File: src/rtl/dctmr_pkg.sv
package dctmr_pkg;
    localparam int DATA_W   = 32;
    localparam int CNT_W    = 32;
    localparam int SEL_W    = 3;
    localparam int ADDR_W   = 4;
    localparam int BE_W     = DATA_W / 8;
    // widest prescaler phase counter: largest ratio minus one
    localparam int PSC_W    = 2 + 2 * ((1 << SEL_W) - 1);
    localparam int IE_BIT   = 5;
    localparam int UF_BIT   = 8;

    typedef enum logic [1:0] {
        REG_RUN   = 2'd0,
        REG_CTRL  = 2'd1,
        REG_CONST = 2'd2,
        REG_COUNT = 2'd3
    } reg_sel_e;

    typedef struct packed {
        logic              run;
        logic [SEL_W-1:0]  psel;
        logic              ie;
        logic              uf;
        logic [CNT_W-1:0]  cst;
        logic [DATA_W-1:0] rdata;
    } chan_state_t;
endpackage

File: src/rtl/dctmr_prescaler.sv
module dctmr_prescaler #(
    parameter int SEL_W = 3,
    parameter int PSC_W = 16
) (
    input  logic             clk,
    input  logic             rst_n,
    input  logic             run,
    input  logic [SEL_W-1:0] sel,
    output logic             tick
);
    logic [PSC_W-1:0] psc_d, psc_q;
    logic [PSC_W:0]   ratio;
    logic [PSC_W:0]   last;

    always_comb begin
        ratio = (PSC_W + 1)'(4) << {sel, 1'b0};
        last  = ratio - 1'b1;
        tick  = run && (psc_q >= last[PSC_W-1:0]);
        if (!run || tick) begin
            psc_d = '0;
        end else begin
            psc_d = psc_q + 1'b1;
        end
    end

    always_ff @(posedge clk) begin
        if (!rst_n) begin
            psc_q <= '0;
        end else begin
            psc_q <= psc_d;
        end
    end
endmodule

File: src/rtl/dctmr_counter.sv
module dctmr_counter #(
    parameter int CNT_W = 32
) (
    input  logic               clk,
    input  logic               rst_n,
    input  logic               tick,
    input  logic               wr_en,
    input  logic [CNT_W/8-1:0] be,
    input  logic [CNT_W-1:0]   wdata,
    input  logic [CNT_W-1:0]   reload,
    output logic [CNT_W-1:0]   cnt_q,
    output logic               wrap
);
    localparam int LANES = CNT_W / 8;

    logic [CNT_W-1:0] cnt_d;

    always_comb begin
        cnt_d = cnt_q;
        wrap  = 1'b0;
        if (wr_en) begin
            for (int b = 0; b < LANES; b++) begin
                if (be[b]) begin
                    cnt_d[8*b +: 8] = wdata[8*b +: 8];
                end
            end
        end else if (tick) begin
            if (cnt_q == '0) begin
                cnt_d = reload;
                wrap  = 1'b1;
            end else begin
                cnt_d = cnt_q - 1'b1;
            end
        end
    end

    always_ff @(posedge clk) begin
        if (!rst_n) begin
            cnt_q <= '1;
        end else begin
            cnt_q <= cnt_d;
        end
    end
endmodule

File: src/rtl/dctmr_channel.sv
module dctmr_channel
    import dctmr_pkg::*;
(
    input  logic              clk,
    input  logic              rst_n,
    input  logic              bus_sel,
    input  logic              bus_we,
    input  logic [ADDR_W-1:0] bus_addr,
    input  logic [BE_W-1:0]   bus_be,
    input  logic [DATA_W-1:0] bus_wdata,
    output logic [DATA_W-1:0] bus_rdata,
    output logic              irq
);
    chan_state_t      state_d, state_q;
    reg_sel_e         idx;
    logic             aligned, wr_hit, rd_hit, cnt_wr;
    logic             tick, wrap;
    logic             run_q, uf_q;
    logic [CNT_W-1:0] cnt_q, cst_q;
    logic [DATA_W-1:0] ctrl_view;

    assign run_q = state_q.run;
    assign uf_q  = state_q.uf;
    assign cst_q = state_q.cst;

    always_comb begin
        aligned = (bus_addr[1:0] == 2'b00);
        idx     = reg_sel_e'(bus_addr[3:2]);
        wr_hit  = bus_sel && bus_we && aligned;
        rd_hit  = bus_sel && !bus_we && aligned;
        cnt_wr  = wr_hit && (idx == REG_COUNT);
    end

    dctmr_prescaler #(.SEL_W(SEL_W), .PSC_W(PSC_W)) u_psc (
        .clk   (clk),
        .rst_n (rst_n),
        .run   (state_q.run),
        .sel   (state_q.psel),
        .tick  (tick)
    );

    dctmr_counter #(.CNT_W(CNT_W)) u_cnt (
        .clk    (clk),
        .rst_n  (rst_n),
        .tick   (tick),
        .wr_en  (cnt_wr),
        .be     (bus_be),
        .wdata  (bus_wdata),
        .reload (state_q.cst),
        .cnt_q  (cnt_q),
        .wrap   (wrap)
    );

    always_comb begin
        ctrl_view                = '0;
        ctrl_view[SEL_W-1:0]     = state_q.psel;
        ctrl_view[IE_BIT]        = state_q.ie;
        ctrl_view[UF_BIT]        = state_q.uf;
    end

    always_comb begin
        state_d = state_q;
        if (wr_hit) begin
            case (idx)
                REG_RUN: begin
                    if (bus_be[0]) state_d.run = bus_wdata[0];
                end
                REG_CTRL: begin
                    if (bus_be[0]) begin
                        state_d.psel = bus_wdata[SEL_W-1:0];
                        state_d.ie   = bus_wdata[IE_BIT];
                    end
                    if (bus_be[UF_BIT/8] && !bus_wdata[UF_BIT]) state_d.uf = 1'b0;
                end
                REG_CONST: begin
                    for (int b = 0; b < BE_W; b++) begin
                        if (bus_be[b]) state_d.cst[8*b +: 8] = bus_wdata[8*b +: 8];
                    end
                end
                default: ;
            endcase
        end
        // hardware set overrides a same-cycle software clear
        if (wrap) state_d.uf = 1'b1;
        if (rd_hit) begin
            case (idx)
                REG_RUN:   state_d.rdata = {{(DATA_W-1){1'b0}}, state_q.run};
                REG_CTRL:  state_d.rdata = ctrl_view;
                REG_CONST: state_d.rdata = state_q.cst;
                default:   state_d.rdata = cnt_q;
            endcase
        end
    end

    always_ff @(posedge clk) begin
        if (!rst_n) begin
            state_q       <= '0;
            state_q.cst   <= '1;
        end else begin
            state_q <= state_d;
        end
    end

    assign bus_rdata = state_q.rdata;
    assign irq       = state_q.uf & state_q.ie;
endmodule

File: config.mk
export PLATFORM = sky130hd
export DESIGN_NAME = dctmr_channel
export DESIGN_NICKNAME = d
export VERILOG_FILES = /design/src/rtl/dctmr_pkg.sv /design/src/rtl/dctmr_prescaler.sv /design/src/rtl/dctmr_counter.sv /design/src/rtl/dctmr_channel.sv
export SDC_FILE = /design/constraint.sdc
export NUM_CORES = 1
export LEC_CHECK = 0
export BUFFER_PORTS_ARGS = -buffer_cell sky130_fd_sc_hd__buf_2
export CAP_MARGIN = 40
export CELL_PAD_IN_SITES_DETAIL_PLACEMENT = 0
export CELL_PAD_IN_SITES_GLOBAL_PLACEMENT = 1
export CORE_UTILIZATION = 44
export DETAILED_ROUTE_END_ITERATION = 6
export PLACE_DENSITY_LB_ADDON = 0.3
export REMOVE_ABC_BUFFERS = 1
export SETUP_SLACK_MARGIN = 0.05
export SYNTH_ARGS = -nofsm -noshare
export SYNTH_HDL_FRONTEND = slang
export SYNTH_SLANG_ARGS = --single-unit
File: constraint.sdc
create_clock -name clk -period 3.65 [get_ports clk]
set_input_delay 0.1825 -clock clk [delete_from_list [all_inputs] [get_ports clk]]
set_output_delay 0.1825 -clock clk [all_outputs]
set_load 0.03 [all_outputs]
* Word level (Yosys, flattened, before mapping) *
Index checks and enable logic that the tools add are counted.

storage, ports and cells
  flip-flop bits (word level) = 118
  bits of input ports = 44
  output and inout port bits = 33

cells by class
  add/subtract/negate cells = 3
  $lt $le $gt $ge = 1
  equality and inequality tests = 7
  shift-type cells = 1
  multiplexer cells = 20
  bitwise logic cells = 2
  reduce and logical (&&, ||, !) cells = 30

operators with widths
  operator                                            number
  2-to-1 mux 32 bit                                   4
  one-hot mux 32 bit (3 select lines)                 1
  2-to-1 mux 8 bit                                    8
  2-to-1 mux 33 bit                                   1
  logical NOT 32 bit                                  1
  subtractor 32 x 1 -> 32 bit, second input constant  1
  AND reduction 3 bit                                 7
  adder 16 x 1 -> 16 bit, second input constant       1
  greater-or-equal comparator 16 bit                  1
  << shifter 3 x 4 -> 16 bit, first input constant    1
  subtractor 16 x 1 -> 16 bit, second input constant  1
  != test 2 bit, second input constant                4
  AND reduction 2 bit                                 4
  nonzero test 2 bit                                  4
  logical AND 1 bit                                   7
  2-to-1 mux 1 bit                                    6
  == test 2 bit, second input constant                2
  logical NOT 2 bit                                   2
  logical NOT 1 bit                                   3
  == test 2 x 1 -> 1 bit, second input constant       1
  OR reduction 2 bit                                  1
  AND 1 bit                                           1
  logical OR 1 bit                                    1
  inverter 1 bit                                      1

* Depth between registers and ports, before layout *
Gate-level depths: netlist (run 1).

  depth in word-level cells = 8
  gate-level depth with buffers = 10
  gate-level depth less buffers = 8

* Cells and area by module *
From an unflattened synthesis (run 1), not the netlist that was laid out.

unflattened totals
  cells, all modules = 830
  area, all modules = 6,959.2 um2

by module, submodules not included
  module           instances  cells an instance  area each (um2)
  dctmr_channel    1          362                3,213.1
  dctmr_counter    1          331                2,528.7
  dctmr_prescaler  1          137                1,217.4

* Worst setup path after synthesis (run 1) *
OpenSTA, ideal clock, no wires.

  kind = register to register
  start = register state_q (netlist bit ctrl_view[1])
  end = register u_cnt.cnt_q[10]
  arrival = 2.529 ns
  path slack = 0.981 ns
  stages on the path, launching flop included = 11
  path buffers = 2
  path through = dfxtp_1 > clkbuf_1 > a21oi_1 > ha_1 > a21oi_1 > nand3_1 > o2111a_1 > o21bai_1 > clkbuf_1 > nand3_1 > a2bb2oi_1

on the way
  longest elaborated chain between the ends = 6

ends and longest elaborated chain
  element                               RTL line               RTL
  from (decl)                           dctmr_channel.sv:14    chan_state_t state_d, state_q;
  from (signal assigned)                dctmr_channel.sv:100   state_q <= state_d;
  << shifter 3 x 4 -> 16 bit            dctmr_prescaler.sv:16  ratio = (PSC_W + 1)'(4) << {sel, 1'b0};
  subtractor 16 x 1 -> 16 bit           dctmr_prescaler.sv:17  last = ratio - 1'b1;
  greater-or-equal comparator 16 bit    dctmr_prescaler.sv:18  tick = run && (psc_q >= last[PSC_W-1:0]);
  logical AND 1 bit                     dctmr_prescaler.sv:18
  nonzero test 2 bit (no source line)   --
  AND reduction 2 bit (no source line)  --
  to (signal assigned)                  dctmr_counter.sv:41    cnt_q <= cnt_d;
  to (decl)                             dctmr_counter.sv:11    output logic [CNT_W-1:0] cnt_q,

Every way passes these cells.
A chain may end at the register's enable or synchronous reset.

* Final worst setup path (run 1) *
  start = register u_cnt.cnt_q[9]
  end = register u_cnt.cnt_q[7]

on the way
  longest elaborated chain between the ends = 4

ends and longest elaborated chain
  element             RTL line             RTL
  logical NOT 32 bit  dctmr_counter.sv:28  if (cnt_q == '0) begin
  2-to-1 mux 32 bit   dctmr_counter.sv:28
  2-to-1 mux 32 bit   dctmr_counter.sv:27  end else if (tick) begin
  2-to-1 mux 32 bit   dctmr_counter.sv:21  if (wr_en) begin

Every way passes these cells. The select of a mux whose other input is x is not followed.

==> metrics.md, run 1 <==
| Metric | Value |
|---|---|
| Run status | `finished clean` |
| Via/cell ratio | `5.851` |
| R2R setup slack | `0.51 ns` |
| CP required | `~4 ns` |
| Clk root buf | `clkbuf_16` |
| Rows | `44` |
| Maximum Capacitance Violations | `0` |
| Reg2reg start | `u_cnt.cnt_q[9]` |
| Hold WS | `approximately 0.011 ns` |
| Max Clk Rate | `approximately 320 MHz` |
| DR WL/cell | `between 15 and 20 um` |
| Simple-Gate Fraction of Synth Area | `roughly 28%` |
| Worst Path Max Fanout | `35` |
| # diodes | `0` |
| EDFF count, synth | `0` |
| Commonest non-fill, non-tap cell in the layout | `dfxtp_1` |
| Final min period | `3.141 ns` |
| DRT Wirelength | `18.55 mm` |
| Most used DFF post-synth | `dfxtp_1` |
| First-pass GRT wire length | `30.66 mm` |
| CP Capture Type | `flop` |
| Sink Count | `118` |
| Register area share after synthesis | `35.81%` |
| Count of unique library cells instantiated by Yosys | `around 70` |
| Die height | `roughly 120 um` |
| I/O Pins | `77` |
| Peak VDD IR | `309.7 uV` |
| ANT nets after route | `0` |
| Reg clk slew, reported paths | `about 0.06 ns` |
| Fin nets | `932` |
| Total core area | `0.01459 mm2` |
| Asr flop ratio synth | `0%` |
| Post-Synth Adder-Cell Area | `3.225%` |
| Die area | `0.01549 mm2` |
| Hold Path Depth | `3` |
| Type of origin of the critical path | `flop` |
| Layout Cells excl Fill | `1067` |
| Post-synthesis mux area share | `8.991%` |
| Hold Crit Start | `bus_wdata[23]` |
| Yosys reg bits | `118` |
| Cts bufs inserted | `17` |
| Synth-to-Final Area Change | `18.00%` |
| Pwr/cell area | `411.7 mW/mm2` |
| Clk Latency, worst-skew pair | `0.42 ns` |
| # H-tree levels | `4` |
| Post-DP HPWL | `approximately 12 mm` |
| Crit Path Category | `reg -> reg` |
| Slew headroom | `a little over a third` |
| Cell area after layout | `0.007784 mm2` |
| Avg Cell Area, Syn | `8.174 um2` |
| Peak-usage layer in the global routing report | `met2` |
| Commonest non-fill, non-tap cells in the layout | `118 x dfxtp_1, 114 x nand2_1, 93 x nand3_1` |
| CP arrival | `3.41 ns` |
| Worst hold endpoint | `cst_q[23]` |
| Global-route usage over all layers | `24.33%` |
| Synth Instances | `slightly above 800` |
| Die width | `124.4 um` |
| DR iter-0 viols | `400` |
| Complex-gate fraction of the synthesized area | `14.97%` |
| Vias in the first global route | `5954` |
| Number of port buffers | `between 70 and 80` |
| 1st-pass router iterations | `5` |
| Met1 Resource Use GR | `31.60%` |
| Cell Area, Synth | `0.006596 mm2` |
| P_leak | `3.270 nW` |
| Yosys warns | `0` |
| Fin crit share | `a little under nine tenths` |
| Worst Clk Skew | `0.01194 ns` |
| Largest net degree at the start of global routing | `52` |
| Fin. Hold Viols | `0` |
| CTS tree | `done` |
| Starting Density | `45.21%` |
| Routed vias | `between 6000 and 7000` |
| CTS max path bufs | `2` |
| Final setup fails | `0` |
| Met3 usage | `4.983%` |
| Dpl cells | `1024` |
| Final Util | `53.35%` |
| Initial antenna violation count | `0` |
| Main combinational cell family by area after synthesis | `simple AND/OR/NAND/NOR gates` |
| Reg2reg end | `u_cnt.cnt_q[7]` |
| Slew @ Worst Pin | `around 0.96 ns` |
| RSZ-0062 raised after global routing | `no` |
| Share of cells above drive strength 1 | `19.59%` |
| Tightest Hold Check Type | `in -> reg` |
| GRT overflow | `0` |
| Max Slew Vio Count | `0` |
| FF-to-FF path depth | `6` |
| Remaining DRCs | `0` |
| Routability cong. | `0.8826` |
| Post-Synth XOR/XNOR Area | `3.983%` |
| Area post-placement | `0.007064 mm2` |
| Postcts setup bufs | `0` |
| Setup TNS | `0 ns` |
| Met2 usage | `40.95%` |
-- report_power, final --
part / internal (W) / leakage, nW / total, W / switching [W]
clock network: 0.00112 / 0.292 / 0.00171 / 0.000595
registers: 0.00130 / 0.955 / 0.00131 / 0.0000103
logic: 0.0000673 / 2.02 / 0.000180 / 0.000113
-- synth_stat cells (all sizes together), types with 4 or more instances --
cell type	number	area, um2
and3	12	75.07
nor3	16	96.35
a22oi	6	45.04
nand2	114	427.9
a2bb2oi	12	105.1
o211ai	10	95.09
clkbuf	42	157.7
a211oi	4	30.03
and2	4	25.02
dfxtp	118	2362
xor2	16	140.1
a32oi	6	52.55
buf	14	88.84
mux2	32	360.3
ha	17	212.7
nor4	14	123.9
o31a	5	43.79
or4	8	67.56
nand4	10	62.56
a221oi	4	35.03
a21oi	54	270.3
o21ai	17	85.08
mux2i	21	210.2
or3	12	75.07
nor2	62	232.7
inv	18	67.56
nand3	98	523.0
xnor2	14	122.6
-- registers in the layout, summed over array words and instances (netlist names) --
signal / cells
bus_rdata: 32
cst_q: 32
u_cnt.cnt_q: 32
u_psc.psc_q: 16
ctrl_view: 4
run_q: 1
uf_q: 1
-- critical path, cell delays in order, from the launching register on --
cell and delay, ns:
dfxtp_1 0.36, or4_1 0.71, nor4_4 0.69, nand3_4 0.54, or3_1 0.48, o211ai_1 0.10, a22oi_1 0.11
-- worst max path at each step --
stage                   start             end  slack, ns
2_1_floorplan     bus_addr[0]   bus_rdata[10]       0.48
3_3_place_gp   u_cnt.cnt_q[9]  u_cnt.cnt_q[7]       0.59
3_5_place_dp   u_cnt.cnt_q[9]  u_cnt.cnt_q[7]       0.52
4_1_cts        u_cnt.cnt_q[9]  u_cnt.cnt_q[7]       0.51
5_1_grt        u_cnt.cnt_q[9]  u_cnt.cnt_q[7]       0.31
6_report       u_cnt.cnt_q[9]  u_cnt.cnt_q[7]       0.51
-- cell families after synthesis --
kind of cell               after synthesis
buffers and inverters                   75
and+or+nand+nor                        368
muxes                                   54
AOI/OAI and AO/OA                      145
adders and majority gates               17
xor gates and xnor gates                30
DFF                                    118
-- layer usage --
layer	up-vias	share of wire [%]
li1	3047	-
met1	3006	47
met2	176	47
met3	14	4.8
met4	0	0.96
met5	-	0
-- metrics by stage --
step / setup slack [ns] / power [W]
2_1_floorplan: 0.4783 / 0.001412
3_5_place_dp: 0.5236 / 0.001508
5_1_grt: 0.3063 / 0.003297
6_report: 0.5086 / 0.003204
3_3_place_gp: 0.5950 / 0.001505
4_1_cts: 0.5132 / 0.003229
-- area by class of cell --
class / count / area, um2
clock buffers: 22 / 474.2
clock inverters: 9 / 125.1
fillers: 1372 / 6805
inverters: 19 / 71.32
multi-input cells: 614 / 3923
flip-flops and latches: 118 / 2362
well taps: 184 / 230.2
repair buffers: 101 / 598.1
-- what timing repair did --
item	CTS	global route
gates resized for setup	0	0
endpoints found under the hold margin	12	0
hold buffers	12	0
No activity file was read; power rests on OpenSTA's default activity.
==> run 2, diff against run 1 <==
CORE_MARGIN = 2   (was unset)
clock period = 3.26 ns   (was 3.65 ns; I/O delays follow)
==> run 2 against run 1 <==
Global-route usage down 0.42 points. Sequential power grew 12%. Largest power group unchanged. Die area rose by 3.2%. Sequential share of layout area shrank 0.60 points. Count of clock-buffer cells in the layout grew 1. Critical endpoint is now u_cnt.cnt_q[12]. Critical path depth increased by 1. Hold slack lost 0.0074 ns. Combinational power is 18% higher. Total power increased by 13%.
==> metrics.md, run 2 (synthesis gave the netlist of run 1 again) <==
| Metric | Value |
|---|---|
| Slew @ Worst Pin | `0.8674 ns (-0.09754 ns)` |
| Remaining DRCs | `0 (unchanged)` |
| Tightest Hold Check Type | `in -> reg` |
| Max Slew Vio Count | `0 (unchanged)` |
| Die area | `0.01599 mm2 (+3.2%)` |
| Total core area | `0.01459 mm2 (unchanged)` |
| Sw frac | `21.96% (-0.45 points)` |
| CTS max path bufs | `2 (unchanged)` |
| Sink Count | `118 (unchanged)` |
| Maximum Capacitance Violations | `0 (unchanged)` |
| Pint | `0.002835 W (+14%)` |
| Vias in the first global route | `5994 (+0.67%)` |
| Clk Latency, worst-skew pair | `0.42 ns (about the same)` |
| CP delay by family, top | `simple AND/OR/NAND/NOR gates` |
| Sequential Power Share | `40.4% (-0.5 points)` |
| Pwr Total | `0.003632 W (+13%)` |
| Clock share of power | `53.7% (+0.3 points)` |
| Logic pwr share | `5.9% (+0.3 points)` |
| Slowest Stage Delay on Critical Path | `0.71 ns (about the same)` |
| Die height | `126.4 um (+1.6%)` |
| Layout Cells excl Fill | `1082 (+1.4%)` |
| Via/cell ratio | `5.788 (-1.1%)` |
| Initial antenna violation count | `0 (unchanged)` |
| Worst-path cell chain | `or4_1, nor4_4, buf_4, and3_1, nor2_1, o31a_1, a2bb2oi_1` |
| Commonest non-fill, non-tap cell in the layout | `dfxtp_1` |
| Final setup fails | `0 (unchanged)` |
| Reg clk slew, reported paths | `0.05 ns (about the same)` |
| R2R setup slack | `0.40 ns (-0.11 ns)` |
| Routed vias | `6263 (+0.32%)` |
| Worst Clk Skew | `0.006010 ns (-0.005934 ns)` |
| First-pass GRT wire length | `30.85 mm (+0.63%)` |
| Post-DP HPWL | `12.77 mm (+2.5%)` |
| Number of port buffers | `76 (unchanged)` |
| Share of cells above drive strength 1 | `19.93% (+0.34 points)` |
| I/O Pins | `77 (unchanged)` |
| GRT overflow | `0 (unchanged)` |
| Pwr/cell area | `457.4 mW/mm2 (+11%)` |
| NetSw | `0.0007975 W (+11%)` |
| P_leak | `3.346 nW (+2.3%)` |
| Rows | `44 (unchanged)` |
| CP Buf/Inv Count | `1 (+1)` |
| RSZ-0062 raised after global routing | `no` |
| DRT Wirelength | `18.95 mm (+2.1%)` |
| Max Clk Rate | `349.5 MHz (+9.8%)` |
| Final min period | `2.861 ns (-0.2800 ns)` |
| Worst Path Max Fanout | `11 (-69%)` |
| Largest net degree at the start of global routing | `52 (unchanged)` |
| Commonest non-fill, non-tap cells in the layout | `118 x dfxtp_1, 114 x nand2_1, 93 x nand3_1` |
| Fin. Hold Viols | `0 (unchanged)` |
| CP required | `3.61 ns (-0.31 ns)` |
| CTS tree | `done` |
| ANT nets after route | `0 (unchanged)` |
| Dpl cells | `1029 (+0.49%)` |
| DR WL/cell | `17.51 um (+0.71%)` |
| Peak VDD IR | `380.5 uV (+23%)` |
| 1st-pass router iterations | `5 (unchanged)` |
| Cts bufs inserted | `17 (unchanged)` |
| CTS Hold Bufs | `22 (+10)` |
| Slew headroom | `42.17% (+7.4 points)` |
| Setup TNS | `0 ns (unchanged)` |
| Starting Density | `45.21% (unchanged)` |
| Fin nets | `947 (+1.6%)` |
| Die width | `126.4 um (+1.6%)` |
| Type of origin of the critical path | `flop` |
| Fill cells | `1365 (-0.51%)` |
| DR iter-0 viols | `459 (+15%)` |
| Crit Path Category | `reg -> reg` |
| CP Capture Type | `flop` |
| # diodes | `0 (unchanged)` |
| Run status | `finished clean` |
| Synth-to-Final Area Change | `20.37%` |
| Routability cong. | `0.9226 (+4.5%)` |
| CP arrival | `3.21 ns (-0.20 ns)` |
| Fin crit share | `87.77% (+1.7 points)` |
| Slowest CP cell | `or4_1` |
| Postcts setup bufs | `0 (unchanged)` |
| Global-route usage over all layers | `23.91% (-0.42 points)` |
| Number of gates resized after cts | `0 (unchanged)` |
| # H-tree levels | `4 (unchanged)` |
| Clk root buf | `clkbuf_16` |
==> run 2: cell types whose count changed in the layout (fill, tap and decap cells not counted), sizes merged <==
cell,before,now
dlygate4sd3,12,22
buf,89,94
clkbuf,22,23
clkinv,5,4
==> run 2: power by group through the flow <==
| stage | logic [W] | registers (W) | clock network (W) |
|---|---|---|---|
| floorplan | 0.0000656 | 0.00152 | 0 |
| global placement | 0.000189 | 0.00150 | 0 |
| detailed placement | 0.000191 | 0.00150 | 0 |
| CTS | 0.000212 | 0.00147 | 0.00198 |
| global route | 0.000229 | 0.00147 | 0.00205 |
| finish | 0.000213 | 0.00147 | 0.00195 |
==> run 2: layer usage <==
| metal | GRT usage, % | vias to the layer above | wire length [um] |
|---|---|---|---|
| met4 | 6.464 | 0 | 247 |
| met3 | 4.892 | 21 | 1066 |
| met2 | 40.45 | 180 | 9131 |
| met5 | 0 | - | 0 |
| li1 | - | 3074 | - |
| met1 | 31.08 | 2988 | 8502 |
==> run 2: area by class of cell <==
class	instances	area (um2)	share of cell area [%]
inverters	19	71.32	0.8982
multi-input cells	614	3923	49.40
clock buffers	23	498.0	6.272
flip-flops and latches	118	2362	29.75
repair buffers	116	735.7	9.266
clock inverters	8	120.1	1.513
well taps	184	230.2	2.899
==> run 2: worst min-delay path, cell delays in order <==
cell	delay [ns]
buf_2	0.09
nand3_1	0.06
nand3_1	0.07
==> run 2: stage by stage <==
step,worst slack [ns],util [%],hold WS (ns),area (um2)
6_report,0.3985,54.43,0.003554,7940
5_1_grt,0.1868,54.43,0.02585,7940
4_1_cts,0.4207,54.43,0.001722,7940
3_5_place_dp,0.4296,48.68,0.3983,7102
3_3_place_gp,0.5027,48.63,0.3968,7094
2_1_floorplan,0.1078,-,0.2249,6350
==> run 2: worst paths after layout <==
check,depth (start not counted),startpoint,endpoint
setup / recovery,7,u_cnt.cnt_q[9],u_cnt.cnt_q[12]
hold / removal,3,bus_wdata[24],cst_q[24]
setup reg to reg,7,u_cnt.cnt_q[9],u_cnt.cnt_q[12]
hold reg to reg,2,bus_rdata[30],bus_rdata[30]
